### config.mk
export PLATFORM = sky130hd
export DESIGN_NAME = sdac_front
export DESIGN_NICKNAME = d
export VERILOG_FILES = /design/src/rtl/sdac_pkg.sv /design/src/rtl/sdac_sync.sv /design/src/rtl/sdac_serial_fsm.sv /design/src/rtl/sdac_chan.sv /design/src/rtl/sdac_front.sv
export SDC_FILE = /design/constraint.sdc
export NUM_CORES = 1
export LEC_CHECK = 0
export BUFFER_PORTS_ARGS = -buffer_cell sky130_fd_sc_hd__buf_2
export CAP_MARGIN = 20
export CORE_MARGIN = 2
export CORE_UTILIZATION = 30
export DETAILED_ROUTE_END_ITERATION = 7
export PLACE_DENSITY = 0.44
export RECOVER_POWER = 100
export SYNTH_ARGS = -nofsm -noshare
export SYNTH_HDL_FRONTEND = slang
export SYNTH_HIERARCHICAL = 1
export SYNTH_SLANG_ARGS = --single-unit
export TNS_END_PERCENT = 100
### constraint.sdc
create_clock -name clk -period 1.3 [get_ports clk]
set_input_delay 0.065 -clock clk [delete_from_list [all_inputs] [get_ports clk]]
set_output_delay 0.065 -clock clk [all_outputs]
set_load 0.03 [all_outputs]
### src/rtl/sdac_pkg.sv
package sdac_pkg;
    typedef enum logic [1:0] {
        SP_IDLE   = 2'd0,
        SP_SHIFT  = 2'd1,
        SP_COMMIT = 2'd2
    } sp_state_t;

    localparam int ADDR_BITS = 2;
endpackage

### src/rtl/sdac_sync.sv
module sdac_sync #(
    parameter int          W         = 4,
    parameter logic [W-1:0] IDLE_VAL = '0
) (
    input  logic         clk,
    input  logic         rst_n,
    input  logic [W-1:0] async_in,
    output logic [W-1:0] sync_out
);
    logic [W-1:0] stage1;
    logic [W-1:0] stage2;

    always_ff @(posedge clk) begin
        if (!rst_n) begin
            stage1 <= IDLE_VAL;
            stage2 <= IDLE_VAL;
        end else begin
            stage1 <= async_in;
            stage2 <= stage1;
        end
    end

    assign sync_out = stage2;
endmodule

### src/rtl/sdac_serial_fsm.sv
module sdac_serial_fsm
    import sdac_pkg::*;
#(
    parameter int RES_BITS = 16,
    localparam int WORD_W  = RES_BITS + ADDR_BITS
) (
    input  logic                 clk,
    input  logic                 rst_n,
    input  logic                 clr_n,
    input  logic                 sclk_q,
    input  logic                 csn_q,
    input  logic                 sdi_q,
    output logic                 wr_en,
    output logic [ADDR_BITS-1:0] wr_addr,
    output logic [RES_BITS-1:0]  wr_data
);
    sp_state_t   state;
    sp_state_t   state_nxt;
    logic        sclk_prev;
    logic        sclk_rise;
    logic [WORD_W-1:0] shreg;

    assign sclk_rise = sclk_q && !sclk_prev;

    // state register
    always_ff @(posedge clk) begin
        if (!rst_n || !clr_n) begin
            state <= SP_IDLE;
        end else begin
            state <= state_nxt;
        end
    end

    always_comb begin
        state_nxt = state;
        unique case (state)
            SP_IDLE:   if (!csn_q) state_nxt = SP_SHIFT;
            SP_SHIFT:  if (csn_q)  state_nxt = SP_COMMIT;
            SP_COMMIT: state_nxt = SP_IDLE;
            default:   state_nxt = SP_IDLE;
        endcase
    end

    // bit window: older bits fall off the top
    always_ff @(posedge clk) begin
        if (!rst_n) begin
            sclk_prev <= 1'b0;
            shreg     <= '0;
        end else begin
            sclk_prev <= sclk_q;
            if (sclk_rise && !csn_q) begin
                shreg <= {shreg[WORD_W-2:0], sdi_q};
            end
        end
    end

    // outputs
    always_comb begin
        wr_en   = 1'b0;
        wr_addr = shreg[WORD_W-1 -: ADDR_BITS];
        wr_data = shreg[RES_BITS-1:0];
        unique case (state)
            SP_IDLE:   wr_en = 1'b0;
            SP_SHIFT:  wr_en = 1'b0;
            SP_COMMIT: wr_en = 1'b1;
            default:   wr_en = 1'b0;
        endcase
    end
endmodule

### src/rtl/sdac_chan.sv
module sdac_chan #(
    parameter int RES_BITS = 16
) (
    input  logic                clk,
    input  logic                rst_n,
    input  logic                clr_n,
    input  logic [RES_BITS-1:0] preset,
    input  logic                wr_sel,
    input  logic [RES_BITS-1:0] wr_data,
    input  logic                ldn_q,
    output logic [RES_BITS-1:0] in_code,
    output logic [RES_BITS-1:0] out_code
);
    always_ff @(posedge clk) begin
        if (!rst_n || !clr_n) begin
            in_code  <= preset;
            out_code <= preset;
        end else begin
            if (wr_sel) begin
                in_code <= wr_data;
            end
            if (!ldn_q) begin
                out_code <= in_code;
            end
        end
    end
endmodule

### src/rtl/sdac_front.sv
module sdac_front
    import sdac_pkg::*;
#(
    parameter int RES_BITS = 16
) (
    input  logic                clk,
    input  logic                rst_n,
    input  logic                sclk,
    input  logic                csn,
    input  logic                sdi,
    input  logic                ldn,
    input  logic                clr_n,
    input  logic                mid_sel,
    output logic [RES_BITS-1:0] code_a,
    output logic [RES_BITS-1:0] code_b
);
    localparam int NCH = 2;
    localparam logic [RES_BITS-1:0] MID_CODE = RES_BITS'(1) << (RES_BITS - 1);

    logic [3:0]                sync_q;
    logic                      sclk_q;
    logic                      csn_q;
    logic                      sdi_q;
    logic                      ldn_q;
    logic                      wr_en;
    logic [ADDR_BITS-1:0]      wr_addr;
    logic [RES_BITS-1:0]       wr_data;
    logic [RES_BITS-1:0]       preset;
    logic [RES_BITS-1:0]       in_codes  [NCH];
    logic [RES_BITS-1:0]       out_codes [NCH];

    assign preset = mid_sel ? MID_CODE : '0;

    sdac_sync #(.W(4), .IDLE_VAL(4'b1100)) u_sync (
        .clk      (clk),
        .rst_n    (rst_n),
        .async_in ({ldn, csn, sclk, sdi}),
        .sync_out (sync_q)
    );
    assign {ldn_q, csn_q, sclk_q, sdi_q} = sync_q;

    sdac_serial_fsm #(.RES_BITS(RES_BITS)) u_port (
        .clk     (clk),
        .rst_n   (rst_n),
        .clr_n   (clr_n),
        .sclk_q  (sclk_q),
        .csn_q   (csn_q),
        .sdi_q   (sdi_q),
        .wr_en   (wr_en),
        .wr_addr (wr_addr),
        .wr_data (wr_data)
    );

    // address bit k selects channel k (bit 0 -> A, bit 1 -> B)
    for (genvar ch = 0; ch < NCH; ch++) begin : g_chan
        sdac_chan #(.RES_BITS(RES_BITS)) u_chan (
            .clk      (clk),
            .rst_n    (rst_n),
            .clr_n    (clr_n),
            .preset   (preset),
            .wr_sel   (wr_en && wr_addr[ch]),
            .wr_data  (wr_data),
            .ldn_q    (ldn_q),
            .in_code  (in_codes[ch]),
            .out_code (out_codes[ch])
        );
    end

    assign code_a = out_codes[0];
    assign code_b = out_codes[1];
endmodule

== Word-level counts from Yosys, hierarchy flattened ==
Index checks and enable logic that the tools add are counted.
Operators by class
  eq/ne operators: 5
  multiplexer cells: 13
  reductions and logical operators: 13
Operators with widths (count)
  2-to-1 mux 16 bit: 9
  logical AND 1 bit: 4
  zero test 1 bit: 4
  2-to-1 mux 2 bit: 2
  != test 2 bit, second input constant: 2
  case mux 2 bit (2 select lines): 1
  nonzero test 2 bit: 2
  == test 2 x 1 -> 1 bit, second input constant: 1
  == test 2 bit, second input constant: 1
  zero test 2 bit: 1
  != test 2 x 1 -> 1 bit, second input constant: 1
  AND reduction 2 bit: 1
  logical OR 1 bit: 1
  2-to-1 mux 1 bit: 1
Word-level totals
  register bits: 93
  input bits: 8
  word-level logic and storage cells: 40

== Longest topological paths before layout ==
  depth after elaboration: 5
  mapped depth: 4

== By module ==
The synthesis kept the hierarchy.
By module, submodules not included
  sdac_chan: times used 2, cells an instance 70, area each 1481.4 um2
  sdac_serial_fsm: times used 1, cells an instance 69, area each 755.7 um2
  sdac_sync: times used 1, cells an instance 16, area each 210.2 um2
  sdac_front: times used 1, cells an instance 3, area each 16.3 um2

== Worst setup path before layout ==
Ideal clock, no wire load.
  kind: reg-to-reg
  start: register u_port.state[1]
  end: register g_chan[0].u_chan.in_code[0] (enable)
  arrival time: 0.969 ns
  required time: 1.009 ns
  path slack: 0.040 ns
  cell stages (with the launch flop): 4
  cell sequence: dfxtp_1 > nor2b_1 > and2_1 > or2_2
On the way
  cells in the longest elaborated chain, start to end: 4
Ends and longest elaborated chain
  start: declaration: line sdac_serial_fsm.sv:17  | sp_state_t state;
  start signal: assignment: line sdac_serial_fsm.sv:30  | state <= state_nxt;
  == test 2 bit: line sdac_serial_fsm.sv:62  | unique case (state)
  2-to-1 mux 1 bit: line sdac_serial_fsm.sv:62
  net wr_en: line sdac_front.sv:25  | logic wr_en;
  logical AND 1 bit: line sdac_front.sv:61  | .wr_sel (wr_en && wr_addr[ch]),
  nonzero test 2 bit (no line)
  end signal: assignment: line sdac_chan.sv:16  | in_code <= preset;
  end signal: assignment: line sdac_chan.sv:20  | in_code <= wr_data;
  end: declaration: line sdac_chan.sv:11  | output logic [RES_BITS-1:0] in_code,
The timed path passes the listed nets, and every way through them passes these cells.
A chain may end at the register's enable or synchronous reset.

== Worst setup path in the final report ==
  start: register u_port.state[1]
  end: register g_chan[0].u_chan.in_code[9] (enable)
Same word-level chain as after synthesis.

==> summary.txt <==
Final layout
  • Final cell count without fillers: 520
  • Layout Nets: 351
  • Area growth, synth to finish: 17.8%
  • Post-route cell area: 0.00465 mm^2
  • Fraction of layout instances using a drive strength above 1: 0.129
  • N_diodes: 0

Timing
  • Pins Over Slew Limit: 0
  • Setup TNS: 0 ns
  • Tmin final: around 1.2 ns
  • Final worst path period share: 0.910
  • Worst Skew: between 0.005 and 0.006 ns
  • Worst hold slack: 0.0230 ns
  • Final setup vio count: 0
  • RSZ-0062 raised after global routing: no
  • F_max: 0.845 GHz
  • Hold violation total from the final report: 0

Detailed routing
  • Via count: about 2000
  • Avg Vias per Cell: 3.85
  • DRC: 0
  • Wire per inst: roughly 12 um
  • DRT iter0 DRCs: 46
  • Antenna viol nets, final: 0
  • DR pass1 iterations: 4
  • Routed wire length: 6.21 mm

Worst setup path
  • Reg-to-Reg Start: u_port/state[1]
  • Data required, critical path: ~1.4 ns
  • Crit Path Class: reg -> reg
  • Crit path capture type: flop
  • Worst R2R Path Depth: 3
  • Startpoint types: flop
  • Worst EP arrival: 1.26 ns
  • Critical Path Source: u_port/state[1]
  • RR Endpoint: g_chan[0].u_chan/in_code[9]
  • Reg2reg setup slack: 0.12 ns
  • CP max FO: 16

Clock tree
  • Clock insertion delay at the later pin of the skew report: around 0.34 ns
  • TritonCTS buffer count: 9
  • Clk root buf: clkbuf_16
  • Reg clk slew, reported paths: about 0.06 ns
  • CTS H-tree lvls: 3
  • CTS tree: done
  • CTS max path bufs: 2
  • Clk sink count: 93

Pwr
  • Leakage: roughly 1.8 nW
  • Tot Pwr: approximately 6.6 mW
  • Power per cell area: 1410 mW/mm^2
  • Worst vdd ir: just over 0.0006 V

Floorplanning
  • Total core area: around 0.013 mm^2
  • Site Rows: 41
  • Initial Utilization: 0.310
  • Num ports: 40
  • Die ar.: 0.0141 mm^2
  • Die X: 119 um
  • Die height: 119 um

Global routing
  • Gr usage total: 0.0913
  • Global-route wire length before repair: 9.51 mm
  • Largest net degree at the start of global routing: 24
  • Vias in the first global route: between 1500 and 2000
  • Antenna violations before repair: 0
  • Gr ovfl total: 0

Hold path
  • End point of the worst hold path: u_port/state[0]
  • Worst Hold Launch: clr_n
  • Hold WC Path Type: in -> reg
  • Worst Hold Depth: 3

Placed design
  • Placed Area: 0.00460 mm^2
  • Placed insts: 500
  • RD Place Congestion: roughly 0.70
  • IO buf count: 39
  • Dpl hpwl: between 4 and 5 mm

Synthesis
  • Yosys reg bits: a little over 90
  • Syn Area/Cell: ~17 um^2
  • Synth Flop Type: edfxtp_1
  • Top cell type's share of synthesized area: 0.487
  • Async SR Flop Fraction: 0
  • Most frequent cell after synthesis: edfxtp_1
  • Post-synth EDFFs: 64
  • Synth top area cells: edfxtp_1 49%, mux2_4 22%, dfxtp_1 15%, mux2i_1 4.6%, buf_6 2.0%
  • Synth top cells by count: 64 x edfxtp_1, 58 x mux2_4, 29 x dfxtp_1
  • Seq/Total Area, Yosys: 0.634
  • Syn Std Cell Area: 0.00395 mm^2
  • Post-Syn Instances: 228
  • Unique masters post-synth: 18
  • Ys Warns: 6
  • Cell taking the most area after synthesis: edfxtp_1

Outcome
  • Status: finished, final reports clean

Run
  • Max-Cap Viols: 0
logic make-up after synthesis:
| group | share of synthesized area |
|---|---|
| buf+inv | 0.0276 |
| flops | 0.634 |
| mux | 0.284 |
| other cells | 0.000951 |
| simple gates | 0.0536 |
final cells by class:
type	instances	area [um^2]
tap	172	215
clock buffer	14	274
sequential	93	2500
clock inverter	2	7.51
timing repair buffer	55	282
multi-input combinational	184	1370
fill	1333	8080
how the worst max path moves through the flow:
stage / endpoint / depth (start not counted)
2_1_floorplan: g_chan[0].u_chan/in_code[0] / 3
3_3_place_gp: g_chan[0].u_chan/in_code[10] / 3
3_5_place_dp: g_chan[0].u_chan/in_code[9] / 3
4_1_cts: g_chan[0].u_chan/in_code[9] / 3
5_1_grt: g_chan[0].u_chan/in_code[10] / 3
6_report: g_chan[0].u_chan/in_code[9] / 3
worst max-delay path, stage by stage, from the launching register on:
cell and delay (ns):
dfxtp_1 0.30, nor2b_1 0.12, and2_1 0.15, or2_4 0.34
cells in the final DEF, fill, tap and decap left out, types with 3 or more instances in the layout:
master,count
clkbuf_1,37
mux2_4,7
clkbuf_16,9
nand2_1,22
and2_1,5
mux2i_1,18
nand2b_1,4
dlygate4sd3_1,4
clkbuf_8,3
clkbuf_4,3
conb_1,60
edfxtp_1,64
buf_4,3
mux2_2,6
dfxtp_1,29
mux2_1,51
buf_2,7
what timing repair did:
| action | CTS | global route |
|---|---|---|
| hold buffers | 4 | 0 |
| endpoints found under the hold margin | 4 | 0 |
| resized for setup | 2 | 0 |
| setup buffers | 0 | 0 |
| setup endpoints to repair | 32 | 0 |
power breakdown:
group          total [mW]  internal [mW]  switching, mW
logic               0.613          0.205          0.408
registers            3.47           3.41         0.0522
clock network        2.49           1.44           1.04
total                6.57           5.06           1.50
metal layers:
layer	vias to the layer above	GRT usage	part of all wire
met5	-	0	0
met4	0	0.0603	0.028
met3	12	0.0251	0.040
met2	34	0.154	0.49
met1	950	0.100	0.44
li1	1008	-	-
stage by stage:
stage / worst slack, ns / util
2_1_floorplan: 0.0399 / -
3_3_place_gp: -0.0278 / 0.361
3_5_place_dp: -0.0496 / 0.361
4_1_cts: 0.102 / 0.387
5_1_grt: 0.0270 / 0.365
6_report: 0.117 / 0.365
sequential cells by signal (all words and copies together), names as in the netlist:
| signal | flops |
|---|---|
| u_sync/sync_out | 4 |
| u_port/state | 2 |
| u_port/shreg | 18 |
| g_chan.u_chan/in_code | 32 |
| u_sync/stage1 | 4 |
| u_port/sclk_prev | 1 |
| g_chan.u_chan/out_code | 32 |
(Power assumes the default switching activity.)
